## src/rtl/rts_pkg.sv

```systemverilog
package rts_pkg;
  typedef enum logic {
    LINE_A = 1'b0,
    LINE_B = 1'b1
  } line_e;

  localparam int NLINE = 2;
endpackage

```

## src/rtl/rts_tick_timer.sv

```systemverilog
// One interval timer: restarts on start, counts prescaled ticks, stops on
// stop or on reaching the limit. expired is high in the cycle the limit is hit.
module rts_tick_timer #(
  parameter int PRE_W = 4,
  parameter int CNT_W = 8
) (
  input  logic             clk,
  input  logic             rst,
  input  logic             start,
  input  logic             stop,
  input  logic [PRE_W-1:0] pre,
  input  logic [CNT_W-1:0] lim,
  output logic             expired
);
  logic             run;
  logic [PRE_W-1:0] sub;
  logic [CNT_W-1:0] ticks;

  assign expired = run && (ticks == lim);

  always_ff @(posedge clk) begin
    if (rst) begin
      run   <= 1'b0;
      sub   <= '0;
      ticks <= '0;
    end else if (start) begin
      run   <= 1'b1;
      sub   <= '0;
      ticks <= '0;
    end else if (run) begin
      if (stop || expired) begin
        run <= 1'b0;
      end else if (sub == pre) begin
        sub   <= '0;
        ticks <= ticks + 1'b1;
      end else begin
        sub <= sub + 1'b1;
      end
    end
  end
endmodule

```

## src/rtl/rts_line_select.sv

```systemverilog
// Picks the reference master line and which late flags may be raised.
module rts_line_select
  import rts_pkg::*;
(
  input  logic        line_en_a,
  input  logic        line_en_b,
  input  logic        trust_a,
  input  logic        redund_lost,
  output line_e       ref_line,
  output logic        any_en,
  output logic [NLINE-1:0] chk
);
  always_comb begin
    any_en = line_en_a | line_en_b;
    if (line_en_a && line_en_b) ref_line = trust_a ? LINE_A : LINE_B;
    else if (line_en_a)         ref_line = LINE_A;
    else                        ref_line = LINE_B;
    chk[0] = line_en_a && (!redund_lost || ref_line == LINE_A);
    chk[1] = line_en_b && (!redund_lost || ref_line == LINE_B);
  end
endmodule

```

## src/rtl/resp_timing_sup.sv

```systemverilog
module resp_timing_sup
  import rts_pkg::*;
#(
  parameter int          PRE_W     = 4,
  parameter int          IGN_W     = 8,
  parameter int          SRC_W     = 10,
  parameter int unsigned DEC_DELAY = 2
) (
  input  logic             clk,
  input  logic             rst,
  input  logic [PRE_W-1:0] cfg_prescale,
  input  logic [IGN_W-1:0] cfg_start_lim,
  input  logic [SRC_W-1:0] cfg_ready_lim,
  input  logic             line_en_a,
  input  logic             line_en_b,
  input  logic             trust_a,
  input  logic             redund_lost,
  input  logic             mend_a,
  input  logic             mend_b,
  input  logic             sstart_a,
  input  logic             sstart_b,
  input  logic             sframe_rdy,
  output logic             late_a,
  output logic             late_b,
  output logic             ready_late
);
  localparam logic [SRC_W-1:0] DEC_V = SRC_W'(DEC_DELAY);

  logic [NLINE-1:0] mend;
  logic [NLINE-1:0] sstart;
  assign mend   = {mend_b, mend_a};
  assign sstart = {sstart_b, sstart_a};

  // compensated ready limit, saturating at zero
  logic [SRC_W-1:0] rdy_lim_eff;
  always_comb begin
    if (cfg_ready_lim > DEC_V) rdy_lim_eff = cfg_ready_lim - DEC_V;
    else                       rdy_lim_eff = '0;
  end

  // start timers: index [master line][slave line]
  logic [NLINE-1:0][NLINE-1:0] st_exp;
  logic [NLINE-1:0]            rd_exp;

  for (genvar m = 0; m < NLINE; m++) begin : g_master
    for (genvar s = 0; s < NLINE; s++) begin : g_slave
      rts_tick_timer #(.PRE_W(PRE_W), .CNT_W(IGN_W)) u_start_tmr (
        .clk    (clk),
        .rst    (rst),
        .start  (mend[m]),
        .stop   (sstart[s]),
        .pre    (cfg_prescale),
        .lim    (cfg_start_lim),
        .expired(st_exp[m][s])
      );
    end
    rts_tick_timer #(.PRE_W(PRE_W), .CNT_W(SRC_W)) u_ready_tmr (
      .clk    (clk),
      .rst    (rst),
      .start  (mend[m]),
      .stop   (sframe_rdy),
      .pre    (cfg_prescale),
      .lim    (rdy_lim_eff),
      .expired(rd_exp[m])
    );
  end

  line_e            ref_line;
  logic             any_en;
  logic [NLINE-1:0] chk;

  rts_line_select u_sel (
    .line_en_a  (line_en_a),
    .line_en_b  (line_en_b),
    .trust_a    (trust_a),
    .redund_lost(redund_lost),
    .ref_line   (ref_line),
    .any_en     (any_en),
    .chk        (chk)
  );

  logic             ref_idx;
  logic [NLINE-1:0] late_q;
  logic             ready_q;
  assign ref_idx = ref_line;

  // line status is evaluated on the cycle a timer stops on its limit
  always_ff @(posedge clk) begin
    if (rst) begin
      late_q  <= '0;
      ready_q <= 1'b0;
    end else begin
      for (int s = 0; s < NLINE; s++) late_q[s] <= chk[s] && st_exp[ref_idx][s];
      ready_q <= any_en && rd_exp[ref_idx];
    end
  end

  assign late_a     = late_q[0];
  assign late_b     = late_q[1];
  assign ready_late = ready_q;
endmodule

```

## config.mk

```make
export PLATFORM = sky130hd
export DESIGN_NAME = resp_timing_sup
export DESIGN_NICKNAME = d
export VERILOG_FILES = /design/src/rtl/rts_pkg.sv /design/src/rtl/rts_tick_timer.sv /design/src/rtl/rts_line_select.sv /design/src/rtl/resp_timing_sup.sv
export SDC_FILE = /design/constraint.sdc
export NUM_CORES = 1
export LEC_CHECK = 0
export BUFFER_PORTS_ARGS = -buffer_cell sky130_fd_sc_hd__buf_2
export CAP_MARGIN = 20
export CORE_MARGIN = 2
export CORE_UTILIZATION = 35
export DETAILED_ROUTE_END_ITERATION = 8
export GPL_TIMING_DRIVEN = 0
export PLACE_DENSITY = 0.56
export SETUP_SLACK_MARGIN = 0.15
export SLEW_MARGIN = 20
export SYNTH_ARGS = -nofsm -noshare
export SYNTH_HDL_FRONTEND = slang
export SYNTH_SLANG_ARGS = --single-unit
export TNS_END_PERCENT = 50
```

## constraint.sdc

```tcl
create_clock -name clk -period 3.6 [get_ports clk]
set_input_delay 0.72 -clock clk [delete_from_list [all_inputs] [get_ports clk]]
set_output_delay 0.72 -clock clk [all_outputs]
set_load 0.02 [all_outputs]
```

After elaboration in Yosys (flattened, before gate mapping)
Index checks and enable logic that the tools add are counted.
- order comparisons: 2
- eq/ne operators: 12
- bitwise operators: 8
- reductions and logical operators: 35
- muxes and demuxes: 32
- $add $sub $neg: 13
- operators with widths (kind ; count):
    $add A8 B1 Y8 const B ; 4
    $eq A8 B8 Y1 ; 4
    $add A4 B1 Y4 const B ; 6
    $eq A4 B4 Y1 ; 6
    $mux W4 ; 6
    $mux W1 ; 23
    $add A10 B1 Y10 const B ; 2
    $eq A10 B10 Y1 ; 2
    $reduce_and A3 Y1 ; 6
    $logic_and A1 B1 Y1 ; 12
    $reduce_and A2 Y1 ; 6
    $gt A10 B2 Y1 const B ; 1
    $mux W10 ; 1
    $sub A10 B2 Y10 const B ; 1
    $logic_or A1 B1 Y1 ; 8
    $not A1 Y1 ; 7
    $mux W2 ; 2
    $reduce_or A2 Y1 ; 2
    $lt A1 B2 Y1 const B ; 1
    $logic_not A1 Y1 ; 1
    $or A1 B1 Y1 ; 1
- logic and storage cells: 122
- output and inout bits: 3
- flip-flop bits (word level): 85

Depth between registers and ports, before layout
- depth after elaboration: 8
- depth in mapped cells: 12

Hierarchy
A second synthesis with hierarchy kept.
- cell total of the unflattened synthesis: 623
- area total of the unflattened synthesis: 5323.9 sq um
- by module, submodules not included (module ; times used ; cells an instance ; area an instance (sq um)):
    rts_tick_timer at g_master[0].g_slave[0].u_start_tmr ... ; 4 ; 91 ; 778.2
    rts_tick_timer at g_master[0].u_ready_tmr ... ; 2 ; 105 ; 919.6
    resp_timing_sup ; 1 ; 43 ; 337.8
    rts_line_select ; 1 ; 6 ; 33.8

Worst setup path before layout
Ideal clock, no wire load.
- path kind: input to register
- start: in cfg_ready_lim[1]
- end: reg g_master[1].u_ready_tmr.sub[2]
- data arrival time: 3389 ps
- stages: 12
- path slack: 94 ps
- buffers on the path: 2
- required time: 3483 ps
- path through: clkbuf_1 > inv_1 > ha_1 > or4b_4 > or3_1 > and3_1 > a2111oi_4 > o2111ai_4 > nand2_4 > buf_6 > nor2_1 > a32o_1
- cells in the longest elaborated chain, start to end: 7
- elaborated cells on any way between the ends: 8
- classes of those cells: 1 x add/sub; 1 x order compare; 1 x eq/ne; 1 x mux; 1 x bitwise; 3 x reduce/logical
- ends and longest elaborated chain (element ; line ; text):
    from (decl) ; resp_timing_sup.sv:13 ; input logic [SRC_W-1:0] cfg_ready_lim,
    $sub A10 B2 Y10 or $gt A10 B2 Y1 (tied branches) ; resp_timing_sup.sv:37 ; if (cfg_ready_lim > DEC_V) rdy_lim_eff = cfg_ready_lim - DEC_V;
    $mux W10 * ; resp_timing_sup.sv:37 ;
    $eq A10 B10 Y1 * ; rts_tick_timer.sv:19 ; assign expired = run && (ticks == lim);
    $logic_and A1 B1 Y1 * ; rts_tick_timer.sv:19 ;
    $logic_or A1 B1 Y1 * ; rts_tick_timer.sv:31 ; if (stop || expired) begin
    $not A1 Y1 (no line) * ; - ;
    $reduce_and A2 Y1 (no line) * ; - ;
    to (signal assigned) ; rts_tick_timer.sv:37 ; sub <= sub + 1'b1;
    to (decl) ; rts_tick_timer.sv:16 ; logic [PRE_W-1:0] sub;
Every way passes the cells marked *; elsewhere a longest branch is shown, timed or not.
A chain may end at the register's enable or synchronous reset.

Worst setup path in the final report
- start: in cfg_ready_lim[1]
- end: reg g_master[0].u_ready_tmr.sub[2]
- cells in the longest elaborated chain, start to end: 7
- elaborated cells on any way between the ends: 8
- classes of those cells: 1 x add/sub; 1 x order compare; 1 x eq/ne; 1 x mux; 1 x bitwise; 3 x reduce/logical
- ends and longest elaborated chain (element ; line):
    $sub A10 B2 Y10 or $gt A10 B2 Y1 (tied branches) ; resp_timing_sup.sv:37
    $mux W10 * ; resp_timing_sup.sv:37
    $eq A10 B10 Y1 * ; rts_tick_timer.sv:19
    $logic_and A1 B1 Y1 * ; rts_tick_timer.sv:19
    $logic_or A1 B1 Y1 * ; rts_tick_timer.sv:31
    $not A1 Y1 (no line) * ; -
    $reduce_and A2 Y1 (no line) * ; -
    to (signal assigned) ; rts_tick_timer.sv:37
    to (decl) ; rts_tick_timer.sv:16
Marks and branches as above.

==> run metrics <==
Placer Congestion 0.8543; Worst Setup Slack, final between 200 and 300 ps; WL met1 6016 µm; Hold Crit Class register to register; Seq/Total Area, Yosys 0.3208; met3 WL post-DR 558 µm; Max Clock Skew 2.942 ps; DR vias/cell 5.324; H-Tree Depth 3; number of primary I/O pins 36; clk root buf clkbuf_16; largest cells by area after synthesis dfxtp_1, xnor2_1, xor2_1, nor2_1, nand2_1; power density over cell area 348.9 mW/mm²; commonest non-fill, non-tap cells in the layout nor2_1, dfxtp_1, xnor2_1; Syn Nets ~670; max layer used met4; Total GRT Usage 0.1659; Clock Pin Slew Worst Setup and Hold Paths 60 ps; CTS Buffer Depth 2; dpl cell area 0.005668 mm²; wire length per cell 15.21 µm; drt drc 0; final-stage net count 714; first-pass GRT wire length 21,510 µm; unrepaired setup endpoints after global routing true; Syn Inst Count 627; pin count of the biggest net entering global routing 15; slew margin rel. 0.3633; CTS buffer count 9; Port Buffers 26; share of power burned in registers 0.453; Die Span X 127.1 µm; number of DRC markers in iteration 0 roughly 330; GR Overflow Total 0; switching pwr 0.5200 mW; CP endpoint kind register; TritonCTS clock tree built; leakage power 2.132 nW; synth warn 0; clk_lat worst skew ~340 ps; switching share of power 0.2471; post-synth cell types 70; vias in the first global route 4,403; # diodes 0; Post-Place Cells 837; final worst-path cycle share 0.9204; Synth top area share 0.3208; area grow syn2layout 13.71%; Die Area approximately 0.016 mm²; initial antenna violation count 0; Site Rows 44; Initial Utilization 0.3622; worst endpoint required time roughly 3800 ps; Main synth FF type dfxtp_1; area leader, netlist dfxtp_1; chip height roughly 130 µm; via count 4,563; worst endpoint data arrival time about 3600 ps; Fin. Hold Viols 0; combinational power share 0.098; pins over their slew limit 0; startpoint types input port; Post-synth ARST share 0; worst vdd ir 0.2772 mV; Yosys reg bits 85; post-route cell area 0.006031 mm²; Crit Path Max Fanout 10; Avg Inst Size Synth 8.459 µm²; Post-CTS Hold Buffers 0; layout cells sized above 1 0.1159; Int Power approximately 1.6 mW; leading cell type in the layout, fill and taps excluded nor2_1; max-capacitance violation count 0; hold slack 498.2 ps; drt first pass iters 5; Synth Cell Area approximately 0.0053 mm²; Tot Pwr about 2.1 mW; Post-DRT Antenna Nets 0; kind of critical path input port to register; Final min period 3313 ps; hpwl dp 9861 µm; Core Area 0.01464 mm²; Finished Layout Cells about 860; Met2 Routed Length around 6300 µm; Post-synth EDFFs 0; worst slew pin tran 948.7 ps; Clk pwr share 0.449; setup violators final 0; clock sinks 85; status finished clean; DP Worst Slack -293.8 ps; Max Clock Freq 301.8 MHz; WL final about 13,000 µm
flip-flops by register name, indices dropped and copies added, names as in the netlist:
signal,cells
g_master.u_ready_tmr.run,2
late_q,2
g_master.u_ready_tmr.sub,8
g_master.g_slave.u_start_tmr.run,4
g_master.u_ready_tmr.ticks,20
ready_late,1
g_master.g_slave.u_start_tmr.ticks,32
g_master.g_slave.u_start_tmr.sub,16
kinds of logic (layout without fill, tap and decap cells):
family,count (synthesis),count (layout),share of synthesized area
AOI/OAI and AO/OA,78,78,0.1208
xor gates and xnor gates,114,114,0.1937
adders and majority gates,13,13,0.03067
buffers and inverters,43,89,0.03397
DFF,85,85,0.3208
muxes,13,13,0.02453
and+or+nand+nor,281,281,0.2755
metrics by stage:
stage	TNS, ps	utilization
floorplan	0	-
global placement	-3042	0.3870
detailed placement	-3846	0.3870
CTS	0	0.4087
global route	0	0.4118
finish	0	0.4118
layout make-up:
cell class	count	area [µm²]
clock buffers	11	242.7
fillers	1489	8613
clock inverters	5	60.06
inverters	11	41.29
plain buffers	32	140.1
flip-flops and latches	85	1702
well taps	184	230.2
multi-input cells	499	3455
repair buffers	30	160.2
worst max-delay path, stage by stage:
cell      delay, ps
buf_2           110
clkbuf_2        190
inv_1           150
ha_4            190
or4b_4          510
o21ai_1         210
o21ai_0         170
xnor2_1         190
nor4_4          510
a21oi_4         170
and2_1          220
a32o_1          220
per-layer routing:
metal / track usage / vias to the layer above
met3: 0.04523 / 13
li1: - / 2285
met5: 0 / -
met2: 0.2812 / 92
met1: 0.2078 / 2173
met4: 0.04719 / 0
what timing repair did:
| action | CTS | global route |
|---|---|---|
| gates resized for setup | 1 | 3 |
| pin swaps | 2 | 3 |
| setup endpoints to repair | 7 | 25 |
| buffers inserted | 1 | 3 |
Yosys cell counts, types with 7 or more instances:
cell type and instances:
a21oi_1 12, and3_1 12, clkbuf_1 22, dfxtp_1 85, ha_1 13, inv_1 11, mux2i_1 13, nand2_1 52
nand2b_1 13, nand3_1 15, nand4_1 27, nor2_1 99, nor3_1 9, o21ai_0 7, or3_1 7, or4_1 7
xnor2_1 59, xor2_1 53
path summary, 6_finish.rpt:
check / start / end / slack [ps] / depth (start not counted)
worst max-delay path: cfg_ready_lim[1] / g_master[0].u_ready_tmr.sub[2] / 290 / 12
worst min-delay path: g_master[1].u_ready_tmr.ticks[9] / g_master[1].u_ready_tmr.ticks[9] / 500 / 2
worst max register to register: g_master[0].g_slave[1].u_start_tmr.ticks[3] / g_master[0].g_slave[1].u_start_tmr.ticks[7] / 630 / 10
worst min register to register: g_master[1].u_ready_tmr.ticks[9] / g_master[1].u_ready_tmr.ticks[9] / 500 / 2
power groups by stage:
stage          Clock, mW  Sequential (mW)  Combinational [mW]
2_1_floorplan          0            0.972               0.137
3_3_place_gp           0            0.973               0.198
3_5_place_dp           0            0.974               0.202
4_1_cts            0.972            0.952               0.204
5_1_grt             1.01            0.953               0.226
6_report           0.944            0.953               0.207
(Power assumes the default switching activity.)
